--- config.mk ---
export PLATFORM = sky130hd
export DESIGN_NAME = tpair_gen
export DESIGN_NICKNAME = d
export VERILOG_FILES = /design/src/rtl/tpair_pkg.sv /design/src/rtl/tpair_frame_cnt.sv /design/src/rtl/tpair_cfg_reg.sv /design/src/rtl/tpair_shaper.sv /design/src/rtl/tpair_gen.sv
export SDC_FILE = /design/constraint.sdc
export NUM_CORES = 1
export LEC_CHECK = 0
export ABC_AREA = 1
export ABC_CLOCK_PERIOD_IN_PS = 6900
export BUFFER_PORTS_ARGS = -buffer_cell sky130_fd_sc_hd__buf_2
export CORE_MARGIN = 2
export CORE_UTILIZATION = 50
export CTS_CLUSTER_DIAMETER = 100
export DETAILED_ROUTE_END_ITERATION = 16
export GPL_ROUTABILITY_DRIVEN = 0
export PLACE_DENSITY_LB_ADDON = 0.2
export SLEW_MARGIN = 15
export SYNTH_ARGS = -nofsm -noshare
export SYNTH_HDL_FRONTEND = slang
export SYNTH_SLANG_ARGS = --single-unit
--- constraint.sdc ---
create_clock -name clk_i -period 6.9 [get_ports clk_i]
set_input_delay 0.69 -clock clk_i [delete_from_list [all_inputs] [get_ports clk_i]]
set_output_delay 0.69 -clock clk_i [all_outputs]
set_load 0.02 [all_outputs]
--- src/rtl/tpair_pkg.sv ---
package tpair_pkg;
  localparam int unsigned RATE_W  = 2;
  localparam int unsigned SRC_W   = 2;
  localparam int unsigned N_RATES = 1 << RATE_W;
  localparam int unsigned CFG_W   = SRC_W + RATE_W + 3;

  typedef struct packed {
    logic              ck_pol;
    logic              fp_pol;
    logic              gci;
    logic [RATE_W-1:0] rate;
    logic [SRC_W-1:0]  src;
  } pair_cfg_t;

  function automatic pair_cfg_t dflt_cfg(int unsigned idx);
    pair_cfg_t c;
    c = '0;
    c.rate = (idx < N_RATES) ? RATE_W'(N_RATES - 1 - idx) : '0;
    return c;
  endfunction
endpackage

--- src/rtl/tpair_frame_cnt.sv ---
module tpair_frame_cnt #(
  parameter int unsigned FRAME_LEN = 16384,
  parameter int unsigned CNT_W     = $clog2(FRAME_LEN)
) (
  input  logic             clk_i,
  input  logic             rst_ni,
  output logic [CNT_W-1:0] cnt_o
);
  localparam logic [CNT_W-1:0] LAST = CNT_W'(FRAME_LEN - 1);

  always_ff @(posedge clk_i or negedge rst_ni) begin
    if (!rst_ni)            cnt_o <= '0;
    else if (cnt_o == LAST) cnt_o <= '0;
    else                    cnt_o <= cnt_o + 1'b1;
  end
endmodule

--- src/rtl/tpair_cfg_reg.sv ---
module tpair_cfg_reg
  import tpair_pkg::*;
#(
  parameter int unsigned N_REF    = 3,
  parameter int unsigned PAIR_IDX = 0
) (
  input  logic                    clk_i,
  input  logic                    rst_ni,
  input  logic                    we_i,
  input  pair_cfg_t               wr_cfg_i,
  input  logic [N_REF*RATE_W-1:0] ref_rate_i,
  output pair_cfg_t               cfg_o,
  output logic                    err_o
);
  logic legal;

  always_comb begin
    legal = (wr_cfg_i.src == '0);
    for (int i = 0; i < N_REF; i++) begin
      if (int'(wr_cfg_i.src) == i + 1)
        legal = (wr_cfg_i.rate <= ref_rate_i[RATE_W*i +: RATE_W]);
    end
  end

  always_ff @(posedge clk_i or negedge rst_ni) begin
    if (!rst_ni) begin
      cfg_o <= dflt_cfg(PAIR_IDX);
      err_o <= 1'b0;
    end else if (we_i) begin
      if (legal) cfg_o <= wr_cfg_i;
      err_o <= ~legal;
    end
  end
endmodule

--- src/rtl/tpair_shaper.sv ---
module tpair_shaper
  import tpair_pkg::*;
#(
  parameter int unsigned FRAME_LEN = 16384,
  parameter int unsigned CNT_W     = $clog2(FRAME_LEN)
) (
  input  logic             clk_i,
  input  logic             rst_ni,
  input  logic [CNT_W-1:0] cnt_i,
  input  pair_cfg_t        cfg_i,
  output logic             ck_o,
  output logic             fp_o
);
  localparam int unsigned XW = CNT_W + 1;

  logic [RATE_W-1:0] sh;
  logic [XW-1:0]     half, cnt_x;
  logic              act;

  always_comb begin
    sh    = RATE_W'(N_RATES - 1) - cfg_i.rate;
    half  = XW'(1) << sh;
    cnt_x = {1'b0, cnt_i};
    if (cfg_i.gci) act = cnt_x < (half << 1);
    else           act = (cnt_x >= XW'(FRAME_LEN) - half) || (cnt_x < half);
  end

  always_ff @(posedge clk_i or negedge rst_ni) begin
    if (!rst_ni) begin
      ck_o <= 1'b0;
      fp_o <= 1'b1;
    end else begin
      ck_o <= cnt_i[sh] ^ cfg_i.ck_pol;
      fp_o <= act ~^ cfg_i.fp_pol;
    end
  end
endmodule

--- src/rtl/tpair_gen.sv ---
module tpair_gen
  import tpair_pkg::*;
#(
  parameter int unsigned N_PAIRS   = 4,
  parameter int unsigned N_REF     = 3,
  parameter int unsigned FRAME_LEN = 16384
) (
  input  logic                      clk_i,
  input  logic                      rst_ni,
  input  logic                      cfg_we_i,
  input  logic [N_PAIRS*CFG_W-1:0]  cfg_word_i,
  input  logic [N_REF*RATE_W-1:0]   ref_rate_i,
  output logic [N_PAIRS-1:0]        ck_o,
  output logic [N_PAIRS-1:0]        fp_o,
  output logic [N_PAIRS-1:0]        cfg_err_o
);
  localparam int unsigned CNT_W = $clog2(FRAME_LEN);

  logic [CNT_W-1:0]         cnt_q;
  logic [N_PAIRS*CFG_W-1:0] cfg_flat;

  tpair_frame_cnt #(.FRAME_LEN(FRAME_LEN), .CNT_W(CNT_W)) i_cnt (
    .clk_i(clk_i), .rst_ni(rst_ni), .cnt_o(cnt_q)
  );

  for (genvar g = 0; g < N_PAIRS; g++) begin : g_pair
    pair_cfg_t cfg_q;

    tpair_cfg_reg #(.N_REF(N_REF), .PAIR_IDX(g)) i_cfg (
      .clk_i     (clk_i),
      .rst_ni    (rst_ni),
      .we_i      (cfg_we_i),
      .wr_cfg_i  (pair_cfg_t'(cfg_word_i[g*CFG_W +: CFG_W])),
      .ref_rate_i(ref_rate_i),
      .cfg_o     (cfg_q),
      .err_o     (cfg_err_o[g])
    );

    tpair_shaper #(.FRAME_LEN(FRAME_LEN), .CNT_W(CNT_W)) i_shp (
      .clk_i (clk_i),
      .rst_ni(rst_ni),
      .cnt_i (cnt_q),
      .cfg_i (cfg_q),
      .ck_o  (ck_o[g]),
      .fp_o  (fp_o[g])
    );

    assign cfg_flat[g*CFG_W +: CFG_W] = cfg_q;
  end
endmodule

==> impl_metrics.env, run 1 <==
export IMPL_status="complete, no violations"
export IMPL_pin_count=49
export IMPL_grt_pass1_wl_um=17600
export IMPL_drc_errors=0
export IMPL_wl_um=9980
export IMPL_clk_latency_ns=0.30
export IMPL_die_x_um=98.4
export IMPL_period_needed_ns=2.32
export IMPL_leakagePower_nw=2.68
export IMPL_syn_area_mm2=0.00446
export IMPL_fp_dieH_um=98.4
export IMPL_end_kind="register"
export IMPL_io_buffers=48
export IMPL_cts_tree="built"
export IMPL_start_util=0.514
export IMPL_finalHoldViolations=0
export IMPL_power_density_mw_per_mm2=174
export IMPL_worst_slew_pin_slew_ns=0.810
export IMPL_fin_tns_setup_ns=0
export IMPL_fp_dieArea_mm2=0.00969
export IMPL_clock_fmax_ghz=0.431
export IMPL_total_power_mw=0.835
export IMPL_wl_met1_um=4670
export IMPL_worst_ep_arrival_time_ns=2.57
export IMPL_seq_area_frac_synth=0.260
export IMPL_synth_warning_count=0
export IMPL_drv_cap=0
export IMPL_rrSetupSlack_ns=4.58
export IMPL_ir_worst_vdd_mv=0.0826
export IMPL_grt_pass1_vias=3822
export IMPL_fin_crit_sh=0.337
export IMPL_min_path_type="in2async"
export IMPL_drtIter0Drc=183
export IMPL_final_antenna_net_count=0
export IMPL_dr_pass1_iters=5
export IMPL_cts_resized=0
export IMPL_row_count=34
export IMPL_met2_length_um=4700
export IMPL_drive_above_1_share=0.152
export IMPL_dp_hpwl_um=7900
export IMPL_cp_required_ns=7.14
export IMPL_hold_buffers=0
export IMPL_skew_ns=0.00793
export IMPL_rsz0062_at_grt="no"
export IMPL_post_cts_setup_buffer_count=0
export IMPL_htreeDepth=2
export IMPL_track_usage=0.218
export IMPL_path_max_fanout=6
export IMPL_synth_cell_types=37
export IMPL_coreArea_mm2=0.00868
export IMPL_n_fill_cell=856
export IMPL_nets=759
export IMPL_antenna_found_initial=0
export IMPL_syn_instance_count=606
export IMPL_drt_wirelength_per_cell_um=13.2
export IMPL_relSlewSlack=0.460
export IMPL_cts_sinks=46
export IMPL_ff2ff_path_depth=15
export IMPL_cp_start_kind="register"
export IMPL_overflow=0
export IMPL_wl_met3_um=462
export IMPL_setup_viol=0
export IMPL_crit_type="reg2reg"
export IMPL_grt_max_degree=47
export IMPL_numCtsBuffers=5
export IMPL_viasPerCell=5.29
export IMPL_syn_to_final_growth_pct=7.52
export IMPL_synth_seq_cells=46
export IMPL_root_buffer="clkbuf_8"
export IMPL_drv_slew=0
export IMPL_path_clk_slew_ns=0.09
export IMPL_maxUsedRoutingLayer="met4"
export IMPL_avgSynthCellArea_um2=7.36
export IMPL_clockBufferDepth=2
export IMPL_diodes=0
export IMPL_vias=3989
Yosys cell counts:
cell	instances	share of area
o21ai_2	2	0.0039
dfrtp_1	38	0.21
clkbuf_1	2	0.0017
nand3b_1	1	0.0017
buf_4	14	0.024
nand3_2	2	0.0045
dfstp_2	8	0.047
buf_2	1	0.0011
a21oi_1	26	0.029
xor2_1	6	0.012
nor2_1	60	0.051
nand2_1	157	0.13
inv_2	5	0.0042
nor2_8	1	0.0045
buf_6	2	0.0051
o221ai_1	4	0.0079
nand3_1	44	0.049
a211oi_1	5	0.0084
inv_1	70	0.059
a21boi_0	5	0.0084
ha_1	77	0.22
nor2_4	3	0.0076
or2_2	4	0.0056
o21bai_1	9	0.015
nand2_4	3	0.0076
o21a_1	10	0.017
a31oi_1	2	0.0028
nand4_1	3	0.0042
o21ai_0	17	0.019
o22ai_1	1	0.0014
conb_1	1	0.00084
nor3_1	5	0.0056
clkinv_1	1	0.00084
nand2_2	7	0.0098
nor2_2	4	0.0056
o21ai_1	2	0.0022
a22oi_2	4	0.011
cell type report:
class	count	area (um2)	area share
Clock buffer	6	72.6	0.0151
Clock inverter	2	13.8	0.00287
Inverter	76	285	0.0595
Multi-Input combinational cell	468	2880	0.601
Sequential cell	46	1160	0.242
Tap cell	108	135	0.0282
Timing Repair Buffer	48	243	0.0506
logic make-up after synthesis:
group	Yosys count	synth area share
AND/OR/NAND/NOR	294	0.289
buffers and inverters	95	0.0954
AO/OA/AOI/OAI	87	0.127
adder cells (fa/ha/maj)	77	0.216
flip-flops	46	0.260
XOR/XNOR	6	0.0118
other	1	0.000841
critical path, cell delays in order (launching register included):
cell     delay [ns]
dfstp_2        0.58
inv_1          0.05
or2_2          0.31
ha_1           0.29
inv_1          0.04
ha_1           0.28
nand2_1        0.06
nor2_1         0.13
nand2_2        0.06
o21a_1         0.17
nand2_1        0.05
inv_1          0.05
nand2_2        0.06
nand2_1        0.04
nand2_1        0.05
nand2_1        0.04
metal layers:
metal / vias up / track usage
met5: - / 0
met1: 1814 / 0.300
li1: 2066 / -
met3: 11 / 0.0262
met2: 98 / 0.370
met4: 0 / 0.0516
placed cells by master (no fill, tap or decap), types with 10 or more instances in the layout:
master / instances
o21a_1: 10
a21oi_1: 26
buf_2: 47
o21ai_0: 17
nand2_1: 157
dfrtp_1: 38
nand3_1: 44
inv_1: 70
ha_1: 77
nor2_1: 60
final timing paths:
path / startpoint / end
worst max register to register: g_pair[1].i_cfg.cfg_o[3]$_DFFE_PN1P_ / g_pair[1].i_shp.fp_o$_DFF_PN1_
worst min-delay path: rst_ni / i_cnt.cnt_o[0]$_DFF_PN0_
worst min register to register: g_pair[1].i_cfg.cfg_o[6]$_DFFE_PN0P_ / g_pair[1].i_shp.ck_o$_DFF_PN0_
min in group clk_i: g_pair[1].i_cfg.cfg_o[6]$_DFFE_PN0P_ / g_pair[1].i_shp.ck_o$_DFF_PN0_
max in group asynchronous: rst_ni / g_pair[3].i_shp.fp_o$_DFF_PN1_
worst max-delay path: g_pair[1].i_cfg.cfg_o[3]$_DFFE_PN1P_ / g_pair[1].i_shp.fp_o$_DFF_PN1_
state kept, by name, indices dropped and copies added, names as in the netlist:
name	flops
g_pair.i_shp.fp_o	4
i_cnt.cnt_o	14
g_pair.i_shp.ck_o	4
g_pair.i_cfg.cfg_o	20
g_pair.i_cfg.err_o	4
where the power goes:
group          switching, mW  leakage [nW]  internal, mW
sequential            0.0318         0.558         0.316
clock                 0.0981        0.0452        0.0718
combinational          0.192          2.07         0.125
total                  0.322          2.68         0.513
through the flow:
step                hold slack [ns]   util  area [um2]  setup slack (ns)  instances
finish                        0.377  0.552        4790              4.58        754
global route                  0.436  0.552        4790              4.36        754
CTS                           0.472  0.552        4790              4.58        754
detailed placement            0.458  0.542        4700              4.61        746
global placement              0.452  0.542        4700              4.63        746
floorplan                     0.394      -        4470              4.71        609
No activity file was read; power rests on OpenSTA's default activity.
==> run 2, diff against run 1 <==
--- a/config.mk
+++ b/config.mk
@@ -6,7 +6,7 @@
 export NUM_CORES = 1
 export LEC_CHECK = 0
 export ABC_AREA = 1
-export ABC_CLOCK_PERIOD_IN_PS = 6900
+export ABC_CLOCK_PERIOD_IN_PS = 2300
 export BUFFER_PORTS_ARGS = -buffer_cell sky130_fd_sc_hd__buf_2
 export CORE_MARGIN = 2
 export CORE_UTILIZATION = 50
==> constraint.sdc (replaced) <==
create_clock -name clk_i -period 2.3 [get_ports clk_i]
set_input_delay 0.23 -clock clk_i [delete_from_list [all_inputs] [get_ports clk_i]]
set_output_delay 0.23 -clock clk_i [all_outputs]
set_load 0.02 [all_outputs]
==> run 2 against run 1 <==
  * Via count up 2.8%
  * Fmax up 7.1%
  * Flip-flop and latch count unchanged
  * Critical path depth up 1
  * Wire length up 4.8%
  * Sequential power rose to 3.0 times the previous value
  * Global-route usage up 0.084 points
  * Clock-buffer cell count up 1
  * First-iteration DRC count up 1.1%
  * Register-to-register slack worse by 4.4 ns
  * Sequential share of layout area down 0.53 points
  * Cell area up 2.3%
==> impl_metrics.env, run 2 (same netlist as run 1, synthesis figures left out) <==
export IMPL_cp_required_ns=2.54
export IMPL_ir_worst_vdd_mv=0.253
export IMPL_period_needed_ns=2.17
export IMPL_antenna_found_initial=0
export IMPL_regMostFlops="g_pair.i_cfg.cfg_o"
export IMPL_wl_um=10500
export IMPL_path_clk_slew_ns=0.09
export IMPL_postLayoutCoreUtil=0.565
export IMPL_cts_tree="built"
export IMPL_drt_wirelength_per_cell_um=13.7
export IMPL_final_cells=763
export IMPL_root_buffer="clkbuf_8"
export IMPL_overflow=0
export IMPL_layout_common_cells="156 x nand2_1, 75 x ha_1, 70 x inv_1"
export IMPL_finalHoldViolations=0
export IMPL_top_regs="g_pair.i_cfg.cfg_o: 20 flops, i_cnt.cnt_o: 14 flops"
export IMPL_dp_cells=753
export IMPL_path_max_fanout=6
export IMPL_leakagePower_nw=2.72
export IMPL_relSlewSlack=0.466
export IMPL_drtIter0Drc=185
export IMPL_r2r_start="g_pair[2].i_cfg.cfg_o[3]$_DFFE_PN0P_"
export IMPL_diodes=0
export IMPL_hold_buffers=0
export IMPL_cpPeakStageDelay_ns=0.43
export IMPL_fp_dieArea_mm2=0.00969
export IMPL_coreArea_mm2=0.00868
export IMPL_syn_to_final_growth_pct=10.0
export IMPL_die_x_um=98.4
export IMPL_skew_ns=0.00418
export IMPL_crit_type="reg2reg"
export IMPL_grt_pass1_vias=3827
export IMPL_vias=4102
export IMPL_fin_crit_sh=0.943
export IMPL_power_frac_comb=0.398
export IMPL_cp_start_kind="register"
export IMPL_critPathMostFrequentCell="nand2_1"
export IMPL_final_common_cell="nand2_1"
export IMPL_post_place_ws_ns=0.0260
export IMPL_fp_dieH_um=98.4
export IMPL_cts_sinks=46
export IMPL_total_power_mw=2.57
export IMPL_fin_tns_setup_ns=0
export IMPL_drive_above_1_share=0.174
export IMPL_row_count=34
export IMPL_internal_power_mw=1.58
export IMPL_pin_count=49
export IMPL_drc_errors=0
export IMPL_worstPathCellList="inv_1 > or2_2 > ha_1 > inv_1 > ha_1 > nand2_1 > nor2_1 > nand2_1 > nor2_1 > nor2_1 > nand2_1 > inv_1 > nand2_1 > nand2_1 > nand2_1 > nand2_1"
export IMPL_clock_fmax_ghz=0.461
export IMPL_r2r_end="g_pair[2].i_shp.fp_o$_DFF_PN1_"
export IMPL_min_path_type="in2async"
export IMPL_switching_power_mw=0.989
export IMPL_dr_pass1_iters=5
export IMPL_power_density_mw_per_mm2=523
export IMPL_grt_max_degree=47
export IMPL_pwr_share_clk=0.195
export IMPL_end_kind="register"
export IMPL_htreeDepth=2
export IMPL_clk_latency_ns=0.30
export IMPL_largest_register_ffs=20
export IMPL_status="complete, no violations"
export IMPL_cp_slowest_cell="dfrtp_2"
export IMPL_rrSetupSlack_ns=0.13
export IMPL_numCtsBuffers=5
export IMPL_drv_slew=0
export IMPL_power_switching_share=0.385
export IMPL_worst_slew_pin_slew_ns=0.801
export IMPL_setup_viol=0
export IMPL_worst_slack_ns=0.131
export IMPL_io_buffers=48
export IMPL_start_util=0.514
export IMPL_track_usage=0.219
export IMPL_viasPerCell=5.38
export IMPL_grt_pass1_wl_um=17600
export IMPL_dp_hpwl_um=8070
export IMPL_clockBufferDepth=2
export IMPL_drv_cap=0
export IMPL_final_antenna_net_count=0
export IMPL_seq_power_share=0.407
export IMPL_worst_ep_arrival_time_ns=2.41
export IMPL_nets=768
export IMPL_ff2ff_path_depth=16
[run 2: cell count changes in the layout (fill, tap and decap cells not counted), moves of 2 or more]
cell    delta
buf_4      +8
or2_2      -3
ha_1       -2
nor2_1     -2
ha_4       +2
nor2_2     +2
or2_4      +3
[run 2: worst max-delay path by stage]
| stage | start | endpoint | slack, ns | cells after the start |
|---|---|---|---|---|
| global placement | g_pair[1].i_cfg.cfg_o[3]$_DFFE_PN1P_ | g_pair[1].i_shp.fp_o$_DFF_PN1_ | 0.09 | 15 |
| finish | g_pair[2].i_cfg.cfg_o[3]$_DFFE_PN0P_ | g_pair[2].i_shp.fp_o$_DFF_PN1_ | 0.13 | 16 |
| floorplan | g_pair[1].i_cfg.cfg_o[3]$_DFFE_PN1P_ | g_pair[1].i_shp.fp_o$_DFF_PN1_ | 0.11 | 15 |
| global route | g_pair[0].i_cfg.cfg_o[3]$_DFFE_PN1P_ | g_pair[0].i_shp.fp_o$_DFF_PN1_ | -0.02 | 14 |
| CTS | g_pair[0].i_cfg.cfg_o[3]$_DFFE_PN1P_ | g_pair[0].i_shp.fp_o$_DFF_PN1_ | 0.004 | 14 |
| detailed placement | g_pair[0].i_cfg.cfg_o[3]$_DFFE_PN1P_ | g_pair[0].i_shp.fp_o$_DFF_PN1_ | 0.03 | 14 |
[run 2: final cells by class]
class,instances,area [um2]
Multi-Input combinational cell,468,2930
Clock inverter,1,7.51
Sequential cell,46,1160
Inverter,76,285
Tap cell,108,135
Fill cell,861,3770
Clock buffer,7,76.3
Timing Repair Buffer,57,308
[run 2: critical path, delay by kind of cell (launching register included)]
family | cells | cell delay (ns)
adder cells (fa/ha/maj) | 2 | 0.56
AND/OR/NAND/NOR | 11 | 0.99
flip-flops | 1 | 0.43
buffers and inverters | 3 | 0.13
[run 2: stage by stage]
step	hold WS [ns]	cell area (um2)
6_report	0.0209	4910
3_5_place_dp	0.365	4760
4_1_cts	0.0415	4840
5_1_grt	0.0579	4910
3_3_place_gp	0.360	4760
2_1_floorplan	-0.0656	4470
[run 2: power by group through the flow]
stage | Sequential, mW | Combinational (mW) | Clock, mW
floorplan | 1.03 | 0.764 | 0
global placement | 1.05 | 0.940 | 0
detailed placement | 1.06 | 0.982 | 0
CTS | 1.04 | 0.986 | 0.516
global route | 1.06 | 1.19 | 0.553
finish | 1.05 | 1.02 | 0.501
[run 2: layer usage]
layer	up-vias	routed length, um	GRT usage
met5	-	0	0
met4	0	262	0.0759
met3	22	470	0.0248
met2	113	4930	0.373
met1	1894	4800	0.291
li1	2073	-	-
[run 2: what timing repair did]
action | CTS | global route
gates resized for setup | 0 | 12
buffers inserted | 0 | 2
endpoints found under the setup margin | 0 | 4
